--- config.mk ---
export PLATFORM = sky130hd
export DESIGN_NAME = ifg_deferral
export DESIGN_NICKNAME = d
export VERILOG_FILES = /design/src/rtl/ifg_pkg.sv /design/src/rtl/ifg_gap_counter.sv /design/src/rtl/ifg_blind_window.sv /design/src/rtl/ifg_deferral.sv
export SDC_FILE = /design/constraint.sdc
export NUM_CORES = 1
export LEC_CHECK = 0
export CAP_MARGIN = 30
export CORE_ASPECT_RATIO = 2
export CORE_MARGIN = 2
export CORE_UTILIZATION = 25
export CTS_CLUSTER_DIAMETER = 120
export DETAILED_ROUTE_END_ITERATION = 16
export GPL_TIMING_DRIVEN = 0
export SLEW_MARGIN = 20
export SYNTH_ARGS = -nofsm -noshare
export SYNTH_HDL_FRONTEND = slang
export SYNTH_SLANG_ARGS = --single-unit
--- constraint.sdc ---
create_clock -name clk -period 1.9 [get_ports clk]
set_clock_uncertainty 0.15 [all_clocks]
set_input_delay 0.19 -clock clk [delete_from_list [all_inputs] [get_ports clk]]
set_output_delay 0.19 -clock clk [all_outputs]
set_load 0.005 [all_outputs]
--- src/rtl/ifg_pkg.sv ---
package ifg_pkg;
  // first part of the gap: carrier still restarts timing
  function automatic logic in_restart_part(input int unsigned cnt, input int unsigned part1);
    return cnt < part1;
  endfunction

  // gap complete: count has reached the full interframe length
  function automatic logic gap_done(input int unsigned cnt, input int unsigned gap);
    return cnt == gap;
  endfunction

  // blinding active while fewer than blind bit times elapsed after transmit
  function automatic logic blind_open(input int unsigned cnt, input int unsigned blind);
    return cnt < blind;
  endfunction
endpackage

--- src/rtl/ifg_gap_counter.sv ---
module ifg_gap_counter
  import ifg_pkg::*;
#(
  parameter int unsigned GAP_BITS   = 96,
  parameter int unsigned PART1_BITS = 60,
  localparam int unsigned CW = $clog2(GAP_BITS + 1)
) (
  input  logic          clk,
  input  logic          rst,
  input  logic          bit_tick,
  input  logic          hold,
  input  logic          restart,
  input  logic          grant,
  output logic [CW-1:0] gap_cnt,
  output logic          ready,
  output logic          part1
);
  always_ff @(posedge clk) begin
    if (rst) begin
      gap_cnt <= '0;
    end else if (bit_tick) begin
      if (hold || restart || grant) gap_cnt <= '0;
      else if (!ready)              gap_cnt <= gap_cnt + 1'b1;
    end
  end

  assign ready = gap_done(32'(gap_cnt), GAP_BITS);
  assign part1 = in_restart_part(32'(gap_cnt), PART1_BITS);

  assert_hold_zero_R9: assert property (@(posedge clk) disable iff (rst)
    bit_tick && hold |=> gap_cnt == '0);
  assert_no_tick_stable_R2: assert property (@(posedge clk) disable iff (rst)
    !bit_tick |=> $stable(gap_cnt));
  assert_ready_holds_R7: assert property (@(posedge clk) disable iff (rst)
    ready && !bit_tick |=> ready);
endmodule

--- src/rtl/ifg_blind_window.sv ---
module ifg_blind_window
  import ifg_pkg::*;
#(
  parameter int unsigned BLIND_BITS = 40,
  localparam int unsigned BW = $clog2(BLIND_BITS + 1)
) (
  input  logic clk,
  input  logic rst,
  input  logic bit_tick,
  input  logic tx_event,
  output logic blinding
);
  logic [BW-1:0] blind_cnt;

  always_ff @(posedge clk) begin
    if (rst) begin
      blind_cnt <= BW'(BLIND_BITS);
    end else if (bit_tick) begin
      if (tx_event)      blind_cnt <= '0;
      else if (blinding) blind_cnt <= blind_cnt + 1'b1;
    end
  end

  assign blinding = blind_open(32'(blind_cnt), BLIND_BITS);

  // carrier has no path into this counter: the window only advances
  assert_blind_no_restart_R13: assert property (@(posedge clk) disable iff (rst)
    bit_tick && !tx_event && blinding |=> blind_cnt == BW'($past(blind_cnt) + 1'b1));
  assert_blind_opens_R10: assert property (@(posedge clk) disable iff (rst)
    bit_tick && tx_event |=> blinding);
endmodule

--- src/rtl/ifg_deferral.sv ---
module ifg_deferral
  import ifg_pkg::*;
#(
  parameter int unsigned GAP_BITS   = 96,
  parameter int unsigned PART1_BITS = 60,
  parameter int unsigned BLIND_BITS = 40,
  localparam int unsigned CW = $clog2(GAP_BITS + 1)
) (
  input  logic clk,
  input  logic rst,
  input  logic bit_tick,
  input  logic crs,
  input  logic tx_active,
  input  logic tx_pending,
  input  logic tx_split_off,
  output logic defer,
  output logic tx_go
);
  logic [CW-1:0] gap_cnt;
  logic ready, part1, blinding;
  logic after_tx;      // current gap follows our own transmission
  logic crs_seen;      // carrier after blinding
  logic split_locked;  // post-transmit split disabled for this gap
  logic restart;
  logic tx_event;

  assign tx_event     = tx_active || tx_go;
  assign crs_seen     = crs && !(after_tx && blinding);
  assign split_locked = after_tx && tx_split_off;
  assign restart      = !tx_active && crs_seen &&
                        (ready ? !tx_pending : (part1 && !split_locked));
  assign tx_go        = bit_tick && ready && tx_pending && !tx_active;
  assign defer        = !ready;

  always_ff @(posedge clk) begin
    if (rst) begin
      after_tx <= 1'b0;
    end else if (bit_tick) begin
      if (tx_event)              after_tx <= 1'b1;
      else if (restart || ready) after_tx <= 1'b0;
    end
  end

  ifg_gap_counter #(.GAP_BITS(GAP_BITS), .PART1_BITS(PART1_BITS)) u_gap (
    .clk(clk), .rst(rst), .bit_tick(bit_tick), .hold(tx_active),
    .restart(restart), .grant(tx_go),
    .gap_cnt(gap_cnt), .ready(ready), .part1(part1)
  );

  ifg_blind_window #(.BLIND_BITS(BLIND_BITS)) u_blind (
    .clk(clk), .rst(rst), .bit_tick(bit_tick), .tx_event(tx_event),
    .blinding(blinding)
  );

  assert_go_single_R6: assert property (@(posedge clk) disable iff (rst)
    tx_go |=> !tx_go && defer);
  assert_part2_counts_R5: assert property (@(posedge clk) disable iff (rst)
    bit_tick && !tx_active && !ready && !part1 |=> gap_cnt == CW'($past(gap_cnt) + 1'b1));
  assert_split_off_counts_R12: assert property (@(posedge clk) disable iff (rst)
    bit_tick && after_tx && tx_split_off && !tx_active && !ready
    |=> gap_cnt == CW'($past(gap_cnt) + 1'b1));
  assert_part1_restart_R4: assert property (@(posedge clk) disable iff (rst)
    bit_tick && !tx_active && crs && !after_tx && part1 |=> gap_cnt == '0 && defer);
endmodule

==> results by group <==
Final layout
  • Post-route cell area: 1100 sq um
  • Antenna Cells: 0
  • P&R area growth vs syn: 45.5%
  • Fillers: 295
  • Layout cells sized above 1: 36.7%
  • Most frequent cells in the layout: nor2_1, buf_4, dfxtp_1
  • Commonest non-fill, non-tap cell in the layout: nor2_1
  • Nets: 121

Worst setup path
  • Worst setup EP type: register
  • WP data required: 1890 ps
  • Worst R2R End: u_blind.blind_cnt[4]$_SDFFE_PP0P_
  • Crit Reg-Reg Startpoint: u_gap.gap_cnt[2]$_SDFFE_PP0P_
  • CP peak stage delay: 360 ps
  • Critical Path, Cell by Cell: nor4bb_4 -> buf_4 -> buf_6 -> a311oi_4 -> buf_4 -> nor3_2 -> xnor2_1 -> nor2_1
  • Worst r2r path cells: 8
  • Worst Setup Start Kind: register
  • Max Fanout on Critical Path: 5
  • CP dominant cell by count: buf_4
  • Reg2Reg Setup Slack: 60 ps
  • Slowest cell on crit path: dfxtp_4
  • Critical Path Source: u_gap.gap_cnt[2]$_SDFFE_PP0P_
  • Critical Path AT: 1830 ps
  • CP Class: register to register

Route
  • First-pass detailed-route iteration total: 4
  • Drt first-iter violations: 7
  • Via-per-instance ratio: 5.07
  • Number of remaining DRC errors: 0
  • Vias: 705
  • WL/cell: 14.3 microns
  • Routed Wire Length: 1990 microns
  • Antenna viol nets, final: 0

Clocking
  • TritonCTS clock tree: built
  • Worst-path clk slew: 60 ps
  • CTS Buf Count: 3
  • Root Driver: clkbuf_8
  • H-tree depth: 1
  • Clk_lat worst skew: 240 ps
  • CTS sink cnt: 14
  • Hold_buf cts: 0
  • CTS Buffer Depth: 2

Global route
  • Number of antenna violations at the first check in global routing: 0
  • Largest net degree at the start of global routing: 10
  • Global-route wire length before repair: 3170 microns
  • Global-route met2 utilization: 25.5%
  • GR Util met1: 9.95%
  • Met3 GRT Util: 1.32%
  • GR Overflow Total: 0
  • Global route hottest layer: met2
  • Vias in the first global route: 703
  • Tot GR Track Use: 12.1%

STA
  • Worst slew pin tran: 462 ps
  • Setup tns final: 0 ps
  • Hold_ws: 154 ps
  • Final setup fails: 0
  • Fmax achieved: 0.542 GHz
  • Final hold vios: 0
  • RSZ-0062 raised after global routing: true
  • Fin crit share: 97.1%
  • Tmin final: 1840 ps
  • Relative slew margins: 69.1%
  • Slew Limit Fails: 0

Logic synthesis
  • Yosys warning total: 0
  • Register bit total from synthesis: 14
  • Post-synth top area share: 36.9%
  • Seq/Total Area, Yosys: 36.9%
  • Post-Syn Instances: 88
  • Mapped Area: 759 sq um
  • Yosys top cell by area: dfxtp_1
  • Post-Syn Nets: 98
  • Distinct cells, synth: 31
  • Synth area leaders: dfxtp_1, nor2_1, xor2_1, ha_1, o41ai_2
  • Mapped Avg Cell Area: 8.63 sq um

Worst hold path
  • Depth of the worst hold-timing path: 2
  • Hold Path End: u_blind.blind_cnt[0]$_SDFFE_PP0P_
  • Hold Crit Start: rst
  • Worst min-delay path class: input port to register

Run
  • MaxCap Viol Count: 0

Floorplanning
  • Die area: 3520 sq um
  • Die X: 43.0 microns
  • Total core area: 2940 sq um
  • DIE HEIGHT: 81.9 microns
  • IO Pins: 9
  • Row cnt: 28
  • Starting density of the core: 25.8%

Power and ir drop
  • P per Cell Area: 578 nW/um^2
  • Pleak: 0.423 nW
  • VDD IR max: 201 uV
  • Final Power: 0.638 mW

Run status
  • Status: finished, final reports clean

Place
  • PortBufs: 7
  • Final GP Congestion: 0.768
  • Area post-placement: 867 sq um
  • DPL Wire Length: 1410 microns
[flip-flops by register name, summed over array words and instances, names as in the netlist]
name and cells:
u_blind.blind_cnt 6, u_gap.gap_cnt 7, after_tx 1
[area by class of cell]
| type | instances | area [sq um] | area share [%] |
|---|---|---|---|
| clock buffers | 3 | 41.3 | 3.74 |
| well taps | 30 | 37.5 | 3.40 |
| plain buffers | 1 | 3.75 | 0.340 |
| inverters | 6 | 22.5 | 2.04 |
| multi-input cells | 67 | 548 | 49.6 |
| repair buffers | 18 | 159 | 14.4 |
| flip-flops and latches | 14 | 293 | 26.5 |
[synthesized netlist by cell type]
cell type	instances
a21o_1	2
a21oi_1	5
a22oi_1	1
a311o_1	1
a311oi_1	1
a31oi_1	1
a32oi_1	1
and2_1	2
and3_1	1
buf_1	1
dfxtp_1	14
ha_1	3
inv_1	5
inv_2	1
mux2i_1	1
nand2_1	5
nand2b_1	2
nand3_1	4
nand4_1	3
nor2_1	13
nor2b_1	2
nor3_1	2
nor4bb_4	1
o21ai_0	2
o21ai_1	1
o21bai_1	1
o41ai_2	2
or2_2	1
or4_1	1
xnor2_1	3
xor2_1	5
[worst max-delay path, delay by kind of cell, from the launching register on]
kind,cells,cell delay (ps)
AOI/OAI and AO/OA,1,110
xor gates and xnor gates,1,140
buffers and inverters,3,460
DFF,1,360
and+or+nand+nor,3,520
[stage by stage]
step                      utilization [%]  setup slack (ps)  cells
final                                37.5              55.7    139
after global routing                 37.5             -32.6    139
after CTS                            34.7             -3.04    135
after detailed placement             29.5              -262    125
after global placement               29.5              -230    125
after floorplan                         -               110     88
[what timing repair did]
action / CTS / global route
gates cloned: 0 / 0
setup endpoints to repair: 13 / 13
setup buffers: 7 / 4
gates resized for setup: 19 / 16
pin swaps: 3 / 7
[where the power goes]
group / switching [mW] / internal (mW)
Sequential: 0.00653 / 0.298
Combinational: 0.0503 / 0.0435
Clock: 0.0996 / 0.140
[logic make-up after synthesis]
| family | count (synthesis) | synth area share (%) |
|---|---|---|
| AO/OA/AOI/OAI | 18 | 18.0 |
| flip-flops | 14 | 36.9 |
| buffers and inverters | 7 | 3.46 |
| adder cells (fa/ha/maj) | 3 | 4.94 |
| AND/OR/NAND/NOR | 37 | 26.2 |
| XOR/XNOR | 8 | 9.23 |
| multiplexers | 1 | 1.32 |
[metal layers]
metal,up-vias,share of wire (%)
li1,353,-
met5,-,0
met3,8,2.1
met2,14,63
met1,330,32
met4,0,3.6
[how the worst max path moves through the flow]
stage	slack, ps	end	cells past startpoint
after floorplan	110	u_blind.blind_cnt[3]$_SDFFE_PP1P_	7
after global placement	-230	u_blind.blind_cnt[3]$_SDFFE_PP1P_	7
after CTS	-3	u_gap.gap_cnt[2]$_SDFFE_PP0P_	9
final	60	u_blind.blind_cnt[4]$_SDFFE_PP0P_	8
after detailed placement	-260	u_blind.blind_cnt[3]$_SDFFE_PP1P_	7
after global routing	-30	u_blind.blind_cnt[4]$_SDFFE_PP0P_	8
Power figures use the tool's default switching activity.
